[src/rtl/busmon_pkg.sv]
package busmon_pkg;

    // Bits in one transfer unit: eight data bits plus the acknowledge slot
    localparam int BIT_SLOTS = 9;
    localparam int IDX_W     = $clog2(BIT_SLOTS + 1);

    // Filtered line levels; scl is the upper bit
    typedef struct packed {
        logic scl;
        logic sda;
    } bus_lv_t;

    // Condition pulses, at most one set per cycle
    typedef struct packed {
        logic start;
        logic rstart;
        logic stop;
    } bus_evt_t;

    // Bus ownership state
    typedef enum logic [1:0] {
        ST_IDLE = 2'd0,
        ST_BUSY = 2'd1,
        ST_HOLD = 2'd2
    } bus_st_t;

    function automatic logic [IDX_W-1:0] next_slot(input logic [IDX_W-1:0] cur);
        if (cur == IDX_W'(BIT_SLOTS)) begin
            return IDX_W'(1);
        end
        return cur + 1'b1;
    endfunction

endpackage

[src/rtl/busmon_filter.sv]
module busmon_filter #(
    parameter int   SYNC = 2,
    parameter int   TAPS = 3,
    parameter logic INIT = 1'b1
) (
    input  logic clk,
    input  logic rst,
    input  logic din,
    output logic level,
    output logic level_q
);

    logic [SYNC-1:0] sync_q;
    logic [TAPS-1:0] tap_q;
    logic            vote;

    // Majority of the sample window
    assign vote = ($countones(tap_q) > (TAPS / 2));

    always_ff @(posedge clk) begin
        if (rst) begin
            sync_q  <= {SYNC{INIT}};
            tap_q   <= {TAPS{INIT}};
            level   <= INIT;
            level_q <= INIT;
        end else begin
            sync_q  <= {sync_q[SYNC-2:0], din};
            tap_q   <= {tap_q[TAPS-2:0], sync_q[SYNC-1]};
            level   <= vote;
            level_q <= level;
        end
    end

endmodule

[src/rtl/busmon_cond.sv]
module busmon_cond
    import busmon_pkg::*;
#(
    parameter int FREE_W = 16
) (
    input  logic              clk,
    input  logic              rst,
    input  bus_lv_t           now_s,
    input  bus_lv_t           prev_s,
    input  logic [FREE_W-1:0] free_time,
    output bus_evt_t          evt,
    output logic              busy
);

    logic              start_c;
    logic              stop_c;
    bus_st_t           st_q, st_d;
    logic [FREE_W-1:0] cnt_q, cnt_d;
    bus_evt_t          evt_d;

    // SDA edge with SCL held high across both samples
    assign start_c = now_s.scl & prev_s.scl &  prev_s.sda & ~now_s.sda;
    assign stop_c  = now_s.scl & prev_s.scl & ~prev_s.sda &  now_s.sda;

    always_comb begin
        st_d  = st_q;
        cnt_d = cnt_q;
        evt_d = '0;
        if (start_c) begin
            if (st_q == ST_BUSY) begin
                evt_d.rstart = 1'b1;
            end else begin
                evt_d.start = 1'b1;
            end
            st_d  = ST_BUSY;
            cnt_d = '0;
        end else if (stop_c) begin
            evt_d.stop = 1'b1;
            if (st_q != ST_IDLE) begin
                if (free_time == '0) begin
                    st_d  = ST_IDLE;
                    cnt_d = '0;
                end else begin
                    st_d  = ST_HOLD;
                    cnt_d = free_time;
                end
            end
        end else if (st_q == ST_HOLD) begin
            if (cnt_q <= FREE_W'(1)) begin
                st_d  = ST_IDLE;
                cnt_d = '0;
            end else begin
                cnt_d = cnt_q - 1'b1;
            end
        end
    end

    always_ff @(posedge clk) begin
        if (rst) begin
            st_q  <= ST_IDLE;
            cnt_q <= '0;
            evt   <= '0;
        end else begin
            st_q  <= st_d;
            cnt_q <= cnt_d;
            evt   <= evt_d;
        end
    end

    assign busy = (st_q != ST_IDLE);

endmodule

[src/rtl/busmon_bits.sv]
module busmon_bits
    import busmon_pkg::*;
(
    input  logic             clk,
    input  logic             rst,
    input  logic             busy,
    input  logic             restart,
    input  logic             scl_rise,
    input  logic             sda,
    output logic             bit_valid,
    output logic             bit_value,
    output logic [IDX_W-1:0] bit_index,
    output logic             ack_valid,
    output logic             nack
);

    logic [IDX_W-1:0] nxt;

    assign nxt = next_slot(bit_index);

    always_ff @(posedge clk) begin
        if (rst) begin
            bit_valid <= 1'b0;
            bit_value <= 1'b0;
            bit_index <= '0;
            ack_valid <= 1'b0;
            nack      <= 1'b0;
        end else begin
            bit_valid <= 1'b0;
            ack_valid <= 1'b0;
            if (restart) begin
                bit_index <= '0;
            end else if (busy && scl_rise) begin
                bit_index <= nxt;
                bit_valid <= 1'b1;
                bit_value <= sda;
                if (nxt == IDX_W'(BIT_SLOTS)) begin
                    ack_valid <= 1'b1;
                    nack      <= sda;
                end
            end
        end
    end

endmodule

[src/rtl/i2c_bus_watch.sv]
module i2c_bus_watch
    import busmon_pkg::*;
#(
    parameter int FREE_W      = 16,
    parameter int SYNC_STAGES = 2,
    parameter int FILT_TAPS   = 3
) (
    input  logic              clk,
    input  logic              rst,
    input  logic              scl_in,
    input  logic              sda_in,
    input  logic [FREE_W-1:0] free_time,
    output logic              start_o,
    output logic              rstart_o,
    output logic              stop_o,
    output logic              busy_o,
    output logic              bit_valid_o,
    output logic              bit_value_o,
    output logic [IDX_W-1:0]  bit_index_o,
    output logic              ack_valid_o,
    output logic              nack_o
);

    localparam int LINES = 2;

    logic [LINES-1:0] raw_w;
    logic [LINES-1:0] lvl_w;
    logic [LINES-1:0] lvl_q_w;
    bus_lv_t          now_s;
    bus_lv_t          prev_s;
    bus_evt_t         evt;
    logic             busy;
    logic             scl_rise;

    assign raw_w = {scl_in, sda_in};

    for (genvar g = 0; g < LINES; g++) begin : g_line
        busmon_filter #(
            .SYNC (SYNC_STAGES),
            .TAPS (FILT_TAPS),
            .INIT (1'b1)
        ) u_filt (
            .clk     (clk),
            .rst     (rst),
            .din     (raw_w[g]),
            .level   (lvl_w[g]),
            .level_q (lvl_q_w[g])
        );
    end

    assign now_s    = bus_lv_t'(lvl_w);
    assign prev_s   = bus_lv_t'(lvl_q_w);
    assign scl_rise = now_s.scl & ~prev_s.scl;

    busmon_cond #(
        .FREE_W (FREE_W)
    ) u_cond (
        .clk       (clk),
        .rst       (rst),
        .now_s     (now_s),
        .prev_s    (prev_s),
        .free_time (free_time),
        .evt       (evt),
        .busy      (busy)
    );

    busmon_bits u_bits (
        .clk       (clk),
        .rst       (rst),
        .busy      (busy),
        .restart   (evt.start | evt.rstart),
        .scl_rise  (scl_rise),
        .sda       (now_s.sda),
        .bit_valid (bit_valid_o),
        .bit_value (bit_value_o),
        .bit_index (bit_index_o),
        .ack_valid (ack_valid_o),
        .nack      (nack_o)
    );

    assign start_o  = evt.start;
    assign rstart_o = evt.rstart;
    assign stop_o   = evt.stop;
    assign busy_o   = busy;

endmodule

[config.mk]
export PLATFORM = sky130hd
export DESIGN_NAME = i2c_bus_watch
export DESIGN_NICKNAME = d
export VERILOG_FILES = /design/src/rtl/busmon_pkg.sv /design/src/rtl/busmon_filter.sv /design/src/rtl/busmon_cond.sv /design/src/rtl/busmon_bits.sv /design/src/rtl/i2c_bus_watch.sv
export SDC_FILE = /design/constraint.sdc
export NUM_CORES = 1
export LEC_CHECK = 0
export BUFFER_PORTS_ARGS = -buffer_cell sky130_fd_sc_hd__buf_4
export CORE_MARGIN = 5
export CORE_UTILIZATION = 50
export CTS_CLUSTER_SIZE = 25
export DETAILED_ROUTE_END_ITERATION = 10
export MAX_ROUTING_LAYER = met4
export PLACE_DENSITY_LB_ADDON = 0.3
export RECOVER_POWER = 100
export SLEW_MARGIN = 20
export SYNTH_ARGS = -nofsm -noshare
export SYNTH_HDL_FRONTEND = slang
export SYNTH_SLANG_ARGS = --single-unit
[constraint.sdc]
create_clock -name clk -period 2.7 [get_ports clk]
set_clock_uncertainty 0.05 [all_clocks]
set_input_delay 0.135 -clock clk [delete_from_list [all_inputs] [get_ports clk]]
set_output_delay 0.135 -clock clk [all_outputs]
set_load 0.02 [all_outputs]
# ---- Word level (Yosys, flattened, before mapping)
# Cells that the tools add are included.
dict set report totals {
  reg_bits 43
  word_cells 82
}
dict set report op_classes {
  n_bitwise 13
  mux 19
  n_eq_ne 6
  addsub 6
  reduce_logical 16
  order_cmp 3
}
# cell count
set ops {}
lappend ops {{$mux 16} 5}
lappend ops {{$add 32x1->32} 2}
lappend ops {{$gt 32x2->1 const B} 2}
lappend ops {{$le 16x1->1 const B} 1}
lappend ops {{$logic_not 16->1} 1}
lappend ops {{$sub 16x1->16 const B} 1}
lappend ops {{$mux 2} 5}
lappend ops {{$reduce_and 3->1} 3}
lappend ops {{$eq 4x4->1 const B} 2}
lappend ops {{$mux 4} 2}
lappend ops {{$mux 1} 7}
lappend ops {{$and 1x1->1} 6}
lappend ops {{$not 1->1} 6}
lappend ops {{$reduce_bool 2->1} 3}
lappend ops {{$reduce_bool 3->1} 2}
lappend ops {{$reduce_or 2->1} 3}
lappend ops {{$add 1x1->2} 2}
lappend ops {{$add 4x1->4 const B} 1}
lappend ops {{$reduce_and 2->1} 2}
lappend ops {{$ne 3x1->1 const B} 1}
lappend ops {{$reduce_or 3->1} 1}
lappend ops {{$eq 2x1->1 const B} 1}
lappend ops {{$eq 2x2->1 const B} 1}
lappend ops {{$ne 2x1->1 const B} 1}
lappend ops {{2 further kinds} 2}

# ---- Logic depth before layout (Yosys ltp)
dict set report depth {
  depth_word 5
  depth_mapped 8
}

# ---- Modules after synthesis
# From an unflattened synthesis, not the netlist that was laid out.
dict set report unflattened {
  hier_cells 227
  area_unflattened_um2 2023.2
}
# module area_per_inst_um2 seq_area_each_um2 n_inst cells_each
set modules_own_cells {}
lappend modules_own_cells {busmon_cond 1276.2 420.4 1 160}
lappend modules_own_cells {busmon_filter 198.9 140.1 2 15}
lappend modules_own_cells {busmon_bits 336.6 160.2 1 35}
lappend modules_own_cells {i2c_bus_watch 12.5 0.0 1 2}

# ---- Least setup slack after synthesis
# No wires, ideal clock.
dict set report synth_path {
  path_kind {register to register}
  startpoint {reg u_cond.cnt_q[4]}
  endpoint {reg u_cond.cnt_q[10]}
  synth_period_minus_slack_ps 1925
  path_stages_with_launch 7
  arrival_ps 1755
  setup_time_ps 120
  slack_ps 775
  path_cell_list {dfxtp_1 -> or4_4 -> nor4_4 -> a21oi_2 -> buf_6 -> a221oi_2 -> nor2_1}
}
dict set report synth_via {
  elab_chain_len 4
  elab_cells_between_ends 5
  cone_classes {1 x add/sub; 1 x order compare; 3 x mux}
}
# element line_no
set synth_lines {}
lappend synth_lines {{start, declared} busmon_cond.sv:18} ;# logic [FREE_W-1:0] cnt_q, cnt_d;
lappend synth_lines {{start signal, assigned} busmon_cond.sv:65} ;# cnt_q <= cnt_d;
lappend synth_lines {{$sub 16x1->16 or $le 16x1->1 (tied branches)} {busmon_cond.sv:53, busmon_cond.sv:49}}
lappend synth_lines {{$mux 16 (*)} busmon_cond.sv:49} ;# if (cnt_q <= FREE_W'(1)) begin
lappend synth_lines {{$mux 16 (*)} busmon_cond.sv:48} ;# end else if (st_q == ST_HOLD) begin
lappend synth_lines {{$mux 16 (*)} busmon_cond.sv:37} ;# end else if (stop_c) begin
# Mark *: on every way between the ends. The rest lies on a longest branch, timed or not. The select of a mux whose other input is x is not followed.
# A chain may end at the register's enable or synchronous reset.

# ---- Final worst setup path
dict set report layout_path {
  startpoint {reg u_cond.cnt_q[4]}
  endpoint {reg u_cond.cnt_q[13]}
}
# Same word-level chain as after synthesis.

==> flow_summary.ini <==
[die]
die-area_um2 = 5570
io-pin-count = 32
start_util_pct = 51.9
core_area_um2 = 4030
num_rows = 23
die_y_um = 74.6
die_w_um = 74.6

[placement]
post-dp-hpwl_mm = 3.16
dp_slack_ns = 0.479
gp_congestion = 0.929
io_buffers = 31

[sta]
slew_violations = 0
grt_setup_unrepaired = false
max_clock_freq_mhz = 440
worst_slack_ns = 0.430
finalSetupViolations = 0
worst_pin_slew_ns = 0.722
slew_headroom_pct = 51.8
timing_hold_violations_final = 0
fin_crit_ns = 2.27
setup-tns-final_ns = 0
whs_ns = 0.0499
timing.final.crit_share_pct = 84.1

[min_path]
hp-class = input pin to flip-flop
min_from = free_time[7]

[grt]
grt_pass1_wl_mm = 8.07
use_met1_pct = 27.0
antenna_found_initial = 0
grt_pass1_vias = 1644
grt_start_max_net_pins = 25
grt_busiest_layer = met1
grt_use_met3_pct = 4.81
overflow = 0
grtUsageMet2_pct = 26.8
grt.total_usage_pct = 19.0

[power_and_ir_drop]
peakVddDrop_uv = 370
power_switching_share_pct = 22.2
power_per_cell_area_nw_per_um2 = 510
pwr-share-clk_pct = 42.0
power_leakage_nw = 0.953
intPower_mw = 0.951
netSwitchingPower_mw = 0.272
pwr-share-seq_pct = 52.7
power_frac_comb_pct = 5.3
power_mw = 1.22

[worst_setup_path]
r2r_start = u_cond.cnt_q[4]$_SDFFE_PP0P_
crit_type = flip-flop to flip-flop
crit_path_end_kind = flip-flop
cp_top_family = simple AND/OR/NAND/NOR gates
worstPathCellList = or4_4 -> nor4_4 -> a21oi_2 -> a221oi_1 -> a211oi_1
crit_fanout = 13
path_buf_inv = 0
startpoint = u_cond.cnt_q[4]$_SDFFE_PP0P_
cp.arrival_ns = 2.40
critPathLaunchType = flip-flop
cpMaxStageDelayCell = or4_4
worstPathRequired_ns = 2.83
slowest_delay_ns = 0.66

[final_layout]
drive_above_1_share_pct = 19.4
antenna_cells = 0
final_nets = 281
final_util_pct = 59.4
syn2layout_area_growth_pct = 14.6

[yosys]
synth_area_um2 = 2090
synth_top_area_share_pct = 41.2
avgSynthCellArea_um2 = 9.16
yosys.area.top_type = dfxtp_1
syn_inst = 228
ys_top_cells_by_area = dfxtp_1 (41%), a21oi_1 (4.1%), or2_2 (3.9%)
synth_edf_count = 0
synth_nets = 252
yosysSeqAreaShare_pct = 41.2
synthDistinctLibCells = 50
ys_ff_latch = 43
async_flop_share_pct = 0
ys.flop_type = dfxtp_1
ys.warnings.count = 0

[clock_network]
clock_latency_ns = 0.30
cts_setup_buffers = 0
cts_tree = built
path_clk_slew_ns = 0.09
clock-sinks = 43
cts_buffers = 5
cts-root-buf = clkbuf_8
clockBufferDepth = 2
h-tree-depth = 2

[routing]
wl_per_cell_um = 15.3
routed_wl_mm = 4.73
num_vias = 1833
vias_per_cell = 5.95
dr.pass1.iters = 4
detail-route-antenna-nets = 0
drcViolationCount = 0
drt_iter0_markers = 167

[outcome]
status = finished, final reports clean

[run]
cap_violations = 0
-- cells in the final DEF (no fill, tap or decap), drive strengths merged, types with 4 or more instances in the layout --
master / Yosys / final
nand2: 13 / 13
or2: 13 / 13
o21ai: 12 / 12
ha: 4 / 4
nor2b: 7 / 7
nand4b: 4 / 4
nor3: 8 / 8
a21oi: 18 / 18
nor4: 13 / 13
inv: 4 / 5
buf: 5 / 18
nor2: 15 / 15
nor3b: 4 / 4
a221oi: 8 / 8
dfxtp: 43 / 43
clkbuf: 8 / 20
-- power by group through the flow --
stage / Clock (mW) / Sequential (mW) / Combinational, mW
global placement: 0 / 0.659 / 0.0633
detailed placement: 0 / 0.659 / 0.0634
global route: 0.566 / 0.645 / 0.0706
finish: 0.514 / 0.644 / 0.0644
floorplan: 0 / 0.658 / 0.0291
CTS: 0.526 / 0.644 / 0.0662
-- flip-flops by register name, indices dropped and copies added, names as in the netlist --
register	count
g_line.u_filt.level_q	2
g_line.u_filt.tap_q	6
u_cond.evt	3
u_cond.cnt_q	16
u_bits.bit_value	1
g_line.u_filt.sync_q	4
g_line.u_filt.level	2
u_bits.bit_valid	1
u_bits.nack	1
u_bits.ack_valid	1
u_bits.bit_index	4
u_cond.st_q	2
-- cells in the mapped netlist (all sizes together) (4+ instances only) --
cell type   n
buf         5
ha          4
nor3        8
inv         4
nand4b      4
dfxtp      43
nand2      13
o21ai      12
a221oi      8
nor4       13
a21oi      18
clkbuf      8
nor2       15
or2        13
nor2b       7
nor3b       4
-- routing by layer --
metal | up-vias | part of all wire [%]
met4 | 0 | 1.4
met2 | 59 | 45
met5 | - | 0
met1 | 858 | 47
li1 | 907 | -
met3 | 9 | 6.7
-- worst register-to-register path, cell delays in order (launching register included) --
cell	delay, ns
dfxtp_1	0.37
or4_4	0.66
nor4_4	0.39
a21oi_2	0.26
a221oi_1	0.33
a211oi_1	0.09
-- cell families (layout without fill, tap and decap cells) --
family / count (synthesis) / count (layout) / share of synthesized area [%]
DFF: 43 / 43 / 41.2
and+or+nand+nor: 98 / 98 / 29.2
muxes: 4 / 4 / 1.98
xor gates and xnor gates: 5 / 5 / 2.10
buffers and inverters: 17 / 47 / 3.83
adders and majority gates: 4 / 4 / 2.40
AOI/OAI and AO/OA: 57 / 57 / 19.3
-- repair_timing --
item                                   in CTS  in global routing
gates resized for setup                     0                  0
endpoints found under the hold margin       2                  0
hold buffers                                2                  0
-- path summary, 6_finish.rpt --
path | cells past startpoint | to | slack [ns]
max | 5 | u_cond.cnt_q[13]$_SDFFE_PP0P_ | 0.43
max reg2reg | 5 | u_cond.cnt_q[13]$_SDFFE_PP0P_ | 0.43
min reg2reg | 1 | g_line[1].u_filt.tap_q[0]$_SDFF_PP1_ | 0.37
min | 3 | u_cond.cnt_q[7]$_SDFFE_PP0P_ | 0.05
-- cell type report --
class                      instances  area (µm²)
tap                               50        62.6
sequential                        43         861
fill                             388        1630
timing repair buffer              35         220
clock buffer                       5        68.8
multi-input combinational        168        1120
clock inverter                     3        46.3
inverter                           4        15.0
-- through the flow --
stage,instances,area [µm²]
6_report,308,2390
2_1_floorplan,228,2090
3_5_place_dp,298,2340
3_3_place_gp,298,2340
5_1_grt,308,2390
4_1_cts,308,2470
Power figures use the tool's default switching activity.
